File: src/rtl/sp_bank_crf.sv
module sp_bank_crf #(
  parameter int DATA_W = 32,
  parameter int IDX_W  = 4
) (
  input  logic              clk,
  input  logic              rst_n,
  input  logic              cr_wr_en,
  input  logic [IDX_W-1:0]  cr_wr_idx,
  input  logic [DATA_W-1:0] cr_wr_data,
  input  logic [IDX_W-1:0]  cr_rd_idx,
  output logic [DATA_W-1:0] cr_rd_data,
  input  logic              sp_wr_en,
  input  logic [DATA_W-1:0] sp_wr_data,
  output logic [DATA_W-1:0] sp_rd_data
);
  localparam int BSM_B = 15;
  localparam int BIE_B = 14;
  localparam int BC_B  = 8;
  localparam int SM_B  = 7;
  localparam int IE_B  = 6;
  localparam int C_B   = 0;
  localparam int PLAIN_LO = 4;
  localparam int PLAIN_N  = 3;
  localparam logic [IDX_W-1:0] IX_SR  = IDX_W'(0);
  localparam logic [IDX_W-1:0] IX_CB  = IDX_W'(1);
  localparam logic [IDX_W-1:0] IX_ISP = IDX_W'(2);
  localparam logic [IDX_W-1:0] IX_USP = IDX_W'(3);

  logic f_bsm, f_bie, f_bc, f_sm, f_ie, f_cond;
  logic [DATA_W-1:0] r15, isp, usp;
  logic [DATA_W-1:0] plain [PLAIN_N];
  logic [DATA_W-1:0] sr_word;

  wire wr_sr     = cr_wr_en && (cr_wr_idx == IX_SR);
  wire wr_cb     = cr_wr_en && (cr_wr_idx == IX_CB);
  wire wr_isp    = cr_wr_en && (cr_wr_idx == IX_ISP);
  wire wr_usp    = cr_wr_en && (cr_wr_idx == IX_USP);
  wire new_sm    = cr_wr_data[SM_B];
  wire mode_flip = wr_sr && (new_sm != f_sm);
  wire cr_on_r15 = mode_flip || (wr_isp && f_sm) || (wr_usp && !f_sm);

  always_comb begin
    sr_word        = '0;
    sr_word[BSM_B] = f_bsm;
    sr_word[BIE_B] = f_bie;
    sr_word[BC_B]  = f_bc;
    sr_word[SM_B]  = f_sm;
    sr_word[IE_B]  = f_ie;
    sr_word[C_B]   = f_cond;
  end

  always_ff @(posedge clk or negedge rst_n) begin
    if (!rst_n) begin
      {f_bsm, f_bie, f_bc, f_sm, f_ie, f_cond} <= '0;
    end else if (wr_sr) begin
      f_bsm  <= cr_wr_data[BSM_B];
      f_bie  <= cr_wr_data[BIE_B];
      f_bc   <= cr_wr_data[BC_B];
      f_sm   <= new_sm;
      f_ie   <= cr_wr_data[IE_B];
      f_cond <= cr_wr_data[C_B];
    end else if (wr_cb) begin
      f_cond <= cr_wr_data[0];
    end
  end

  always_ff @(posedge clk or negedge rst_n) begin
    if (!rst_n)          r15 <= '0;
    else if (mode_flip)  r15 <= new_sm ? isp : usp;
    else if (cr_on_r15)  r15 <= cr_wr_data;
    else if (sp_wr_en)   r15 <= sp_wr_data;
  end

  always_ff @(posedge clk or negedge rst_n) begin
    if (!rst_n)                    isp <= '0;
    else if (mode_flip && !new_sm) isp <= r15;
    else if (wr_isp && !f_sm)      isp <= cr_wr_data;
  end

  always_ff @(posedge clk or negedge rst_n) begin
    if (!rst_n)                   usp <= '0;
    else if (mode_flip && new_sm) usp <= r15;
    else if (wr_usp && f_sm)      usp <= cr_wr_data;
  end

  for (genvar g = 0; g < PLAIN_N; g++) begin : g_plain
    localparam logic [IDX_W-1:0] IX = IDX_W'(PLAIN_LO + g);
    always_ff @(posedge clk or negedge rst_n) begin
      if (!rst_n)                              plain[g] <= '0;
      else if (cr_wr_en && (cr_wr_idx == IX))  plain[g] <= cr_wr_data;
    end
  end

  always_comb begin
    cr_rd_data = '0;
    if (cr_rd_idx == IX_SR)       cr_rd_data = sr_word;
    else if (cr_rd_idx == IX_CB)  cr_rd_data[0] = f_cond;
    else if (cr_rd_idx == IX_ISP) cr_rd_data = f_sm ? r15 : isp;
    else if (cr_rd_idx == IX_USP) cr_rd_data = f_sm ? usp : r15;
    else begin
      for (int k = 0; k < PLAIN_N; k++)
        if (cr_rd_idx == IDX_W'(PLAIN_LO + k)) cr_rd_data = plain[k];
    end
  end

  assign sp_rd_data = r15;
endmodule

File: config.mk
export PLATFORM = sky130hd
export DESIGN_NAME = sp_bank_crf
export DESIGN_NICKNAME = d
export VERILOG_FILES = /design/src/rtl/sp_bank_crf.sv
export SDC_FILE = /design/constraint.sdc
export NUM_CORES = 1
export LEC_CHECK = 0
export BUFFER_PORTS_ARGS = -buffer_cell sky130_fd_sc_hd__buf_4
export CAP_MARGIN = 20
export CORE_ASPECT_RATIO = 0.9
export CORE_UTILIZATION = 30
export CTS_BUF_LIST = sky130_fd_sc_hd__clkbuf_16
export CTS_CLUSTER_SIZE = 8
export DETAILED_ROUTE_END_ITERATION = 8
export GPL_TIMING_DRIVEN = 0
export PLACE_DENSITY = 0.51
export SYNTH_ARGS = -nofsm -noshare
export SYNTH_HDL_FRONTEND = slang
export SYNTH_SLANG_ARGS = --single-unit
File: constraint.sdc
create_clock -name clk -period 4.3 [get_ports clk]
set_input_delay 1.075 -clock clk [delete_from_list [all_inputs] [get_ports clk]]
set_output_delay 1.075 -clock clk [all_outputs]
set_load 0.02 [all_outputs]
Word-level counts from Yosys, hierarchy flattened. Cells that the tools add are included.

Bits in registers: 198. Bits of input ports: 76. Output and inout bits: 64. Logic and storage cells: 69.

Equality and inequality tests: 13. Muxes and demuxes: 20. Reductions and logical operators: 24.

Operator list (count): $mux 32 (16); $mux 31 (1); $eq 4x3->1 const B (6); $eq 4x2->1 const B (4); $logic_and 1x1->1 (14); $eq 4x1->1 const B (2); $logic_not 4->1 (2); $reduce_bool 2->1 (3); $mux 1 (3); $reduce_bool 3->1 (1); $logic_not 1->1 (2); $logic_or 1x1->1 (2); $ne 1x1->1 (1).

Logic depth before layout (Yosys ltp).
Depth after elaboration: 8. Mapped depth: 8. Gate-level depth less buffers: 4.

Worst setup path after synthesis. OpenSTA, ideal clock, no wires.

Path type: in2out. From: input cr_rd_idx[1]. To: output cr_rd_data[30]. Data arrival time: 2.665 ns. Required time: 3.225 ns. Path slack: 0.560 ns. Stages on the path: 6. Buffers on the path: 3. Cells stage by stage: buf_2 nor4bb_1 buf_2 buf_2 a221oi_1 a21oi_1.

Word-level cells in the longest chain between the ends: 8. Elaborated cells on any way between the ends: 14. Classes of those cells: eq/ne: 6; mux: 7; reduce/logical: 1.

Ends and longest elaborated chain: start, declared (line 10) `input logic [IDX_W-1:0] cr_rd_idx,`; $eq 4x3->1 (line 102) `if (cr_rd_idx == IDX_W'(PLAIN_LO + k)) cr_rd_data = plain[k];`; $mux 32 (3 in a row) (line 102); $mux 32 (line 99) `else if (cr_rd_idx == IX_USP) cr_rd_data = f_sm ? usp : r15;`; $mux 32 (line 98) `else if (cr_rd_idx == IX_ISP) cr_rd_data = f_sm ? r15 : isp;`; $mux 31 (line 97) `else if (cr_rd_idx == IX_CB) cr_rd_data[0] = f_cond;`; $mux 32 * (line 96) `if (cr_rd_idx == IX_SR) cr_rd_data = sr_word;`; end, declared (line 11) `output logic [DATA_W-1:0] cr_rd_data,`.

Every way passes the cells marked *; elsewhere a longest branch is shown, timed or not.

Worst setup path after layout.
From: input cr_rd_idx[1]. To: output cr_rd_data[22].

Same word-level chain as after synthesis.

==> flow_metrics.py <==
metrics = {
    "place": {
        "gp_congestion": 0.8454,
        "dpl.hpwl_um": 28580,
        "post_dp_cell_area_um2": 12560,
        "port_buffers": 135,
        "preCtsSetupSlack_ps": -315.3,
    },
    "worst_setup_path": {
        "reg2reg_depth": 7,
        "r2r_end": "usp[12]$_DFFE_PN0P_",
        "timing.rr.start": "f_sm$_DFFE_PN0P_",
        "crit_arrival_ps": 3190,
        "cp_max_fo": 10,
        "worstPathRequired_ps": 3220,
        "end_kind": "output pin",
        "critical_path_class": "input pin to output pin",
        "cp-start-kind": "input pin",
        "reg2reg_slack_ps": 1700,
    },
    "sta": {
        "relSlewSlack_pct": 34.02,
        "fmax_ghz": 0.2343,
        "timing.final.crit_share_pct": 99.24,
        "rsz0062_at_grt": "no",
        "drv_slew": 0,
        "setup_slack_ps": 32.86,
        "tightest_slew_ps": 982.1,
        "setup_viol": 0,
        "fin_crit_ps": 4267,
        "skew_ps": 13.31,
        "hold_viol": 0,
    },
    "final_layout": {
        "antennaDiodeCount": 0,
        "final_nets": 1194,
        "drive_gt1_share_pct": 31.21,
        "area_growth_syn_to_layout_pct": 20.89,
        "fin_area_um2": 13170,
        "final_util_pct": 37.23,
    },
    "drt": {
        "routed_wl_um": 40830,
        "route.detailed.drc": 0,
        "drtIter0Drc": 639,
        "wl_per_cell_um": 25.52,
        "drt_first_pass_iters": 5,
        "vias_per_cell": 5.600,
        "ant_nets": 0,
        "vias": 8960,
    },
    "logic_synthesis": {
        "syn_area_um2": 10900,
        "synth_nets": 1038,
        "synth_compound_area_share_pct": 20.25,
        "synth_mux_area_share_pct": 23.77,
        "async_flop_share_pct": 100.0,
        "netlist.area_leader.share_pct": 45.48,
        "yosysTopAreaCell": "dfrtp_1",
        "synthCells": 962,
        "synth.area.top_cells": "dfrtp_1, mux2_2, mux2i_1",
        "syn_area_per_cell_um2": 11.33,
        "ys.flop_type": "dfrtp_1",
        "synth_top_family_by_area": "multiplexers",
        "synth_warnings": 0,
        "synth-simple-area-share_pct": 6.385,
        "synth_seq_cells": 198,
        "ys_seq_area_share_pct": 45.48,
        "synth_edf_count": 0,
        "synthAdderAreaFrac_pct": 0,
        "yosysUniqueCellTypes": 43,
        "synth_xor_area_share_pct": 0.1608,
    },
    "pwr": {
        "power.internal_uw": 3896,
        "switching_share_pct": 33.11,
        "ir_drop_uv": 296.3,
        "power_uw": 5825,
        "p_leak_uw": 0.005761,
        "p_sw_uw": 1928,
        "power_density_nw_per_um2": 442.2,
        "comb_power_share_pct": 27.1,
        "seq_power_share_pct": 45.5,
        "clkPwrFrac_pct": 27.4,
    },
    "clocking": {
        "cts_buffer_depth": 2,
        "htreeDepth": 4,
        "cts_tree": "built",
        "holdBufCountCts": 0,
        "root_buffer": "clkbuf_16",
        "clock_latency_ps": 450,
        "cts_buffers": 17,
        "clkTransAtPathRegs_ps": 70,
        "cts_sinks": 198,
    },
    "global_routing": {
        "grt_pass1_wl_um": 60140,
        "grt_max_degree": 101,
        "antenna_found_initial": 1,
        "grt_pass1_vias": 8937,
        "grt-ovfl-total": 0,
        "grt_use_total_pct": 22.07,
    },
    "hold_path": {
        "hp-class": "input pin to async pin",
    },
    "die": {
        "rows": 65,
        "die_h_um": 182.8,
        "core-area_um2": 35380,
        "io-pin-count": 140,
        "die_x_um": 202.9,
        "die-area_um2": 37090,
        "start_util_pct": 30.80,
    },
    "run": {
        "maxCapViolCount": 0,
    },
    "outcome": {
        "status": "complete, no violations",
    },
}
==> state kept, by name, indices dropped and copies added (netlist names) <==
register,count
f_bsm,1
usp,32
f_bie,1
plain,96
isp,32
sp_rd_data,32
f_cond,1
f_sm,1
f_bc,1
f_ie,1
==> worst max-delay path: stages <==
cell      delay, ps
buf_2           250
nor4bb_4        510
clkbuf_4        360
buf_2           330
a221oi_1        130
a21oi_1         320
buf_4           210
==> stage by stage <==
| stage | hold WS, ps | TNS [ps] | std cells |
|---|---|---|---|
| 2_1_floorplan | 466.1 | 0 | 962 |
| 3_3_place_gp | 486.0 | -7360 | 1566 |
| 3_5_place_dp | 488.6 | -6696 | 1568 |
| 4_1_cts | 439.8 | 0 | 1600 |
| 5_1_grt | 440.6 | 0 | 1600 |
| 6_report | 444.5 | 0 | 1600 |
==> worst max path at each step <==
| stage | startpoint | endpoint | slack [ps] | depth (start not counted) |
|---|---|---|---|---|
| floorplan | cr_rd_idx[1] | cr_rd_data[30] | 560 | 6 |
| global placement | cr_rd_idx[0] | cr_rd_data[22] | -340 | 7 |
| detailed placement | cr_rd_idx[0] | cr_rd_data[22] | -320 | 7 |
| CTS | cr_rd_idx[2] | cr_rd_data[19] | 10 | 7 |
| global route | cr_rd_idx[1] | cr_rd_data[22] | 40 | 7 |
| finish | cr_rd_idx[1] | cr_rd_data[22] | 30 | 7 |
==> power by group through the flow <==
stage / clock network, µW / logic [µW] / registers [µW]
floorplan: 0 / 1020 / 2610
global placement: 0 / 1530 / 2660
detailed placement: 0 / 1570 / 2670
CTS: 1630 / 1570 / 2640
global route: 1680 / 1710 / 2710
finish: 1600 / 1580 / 2650
==> cell type report <==
type	count	area [µm²]
fill	3580	22210
multi-input combinational	666	5539
sequential	198	4955
timing repair buffer	137	1076
tap	469	586.8
buffer	96	450.4
clock buffer	17	425.4
clock inverter	15	131.4
inverter	2	7.507
==> Yosys cell counts (all sizes together), types with 4 or more instances <==
cell type / instances
a221o: 6
o22a: 27
mux2i: 108
a21o: 18
clkbuf: 62
a221oi: 26
nand2: 16
dfrtp: 198
mux2: 134
a22oi: 33
buf: 34
o211ai: 4
o21ai: 17
nor3: 30
nor2: 36
o311a: 27
a2bb2oi: 4
nor2b: 5
o2bb2ai: 32
a21oi: 63
a22o: 29
or3: 28
==> what timing repair did <==
item                                    CTS  global route
endpoints found under the setup margin   32            20
hold endpoints to repair                  0             0
resized for setup                        11            17
pin swaps                                 0             0
setup buffers                             0             0
==> cells by family after synthesis <==
| group | count (synthesis) |
|---|---|
| flip-flops | 198 |
| XOR/XNOR | 2 |
| AND/OR/NAND/NOR | 132 |
| AO/OA/AOI/OAI | 290 |
| buffers and inverters | 98 |
| multiplexers | 242 |
==> per-layer routing <==
metal	track usage, %	wire, µm	up-vias
li1	-	-	4026
met1	31.73	19330	4554
met2	32.73	17990	320
met3	4.176	2415	58
met4	8.211	1078	2
met5	0	15	-
==> placed cells by master, fill, tap and decap left out, drive strengths merged, types with 17 or more instances in the layout <==
master	netlist	layout
a22oi	33	33
mux2	134	134
o21ai	17	17
a221oi	26	26
buf	34	169
mux2i	108	108
dfrtp	198	198
o311a	27	27
nor2	36	36
clkbuf	62	80
a21o	18	18
or3	28	28
o22a	27	27
a22o	29	29
a21oi	63	63
nor3	30	30
o2bb2ai	32	32
(Power assumes the default switching activity.)
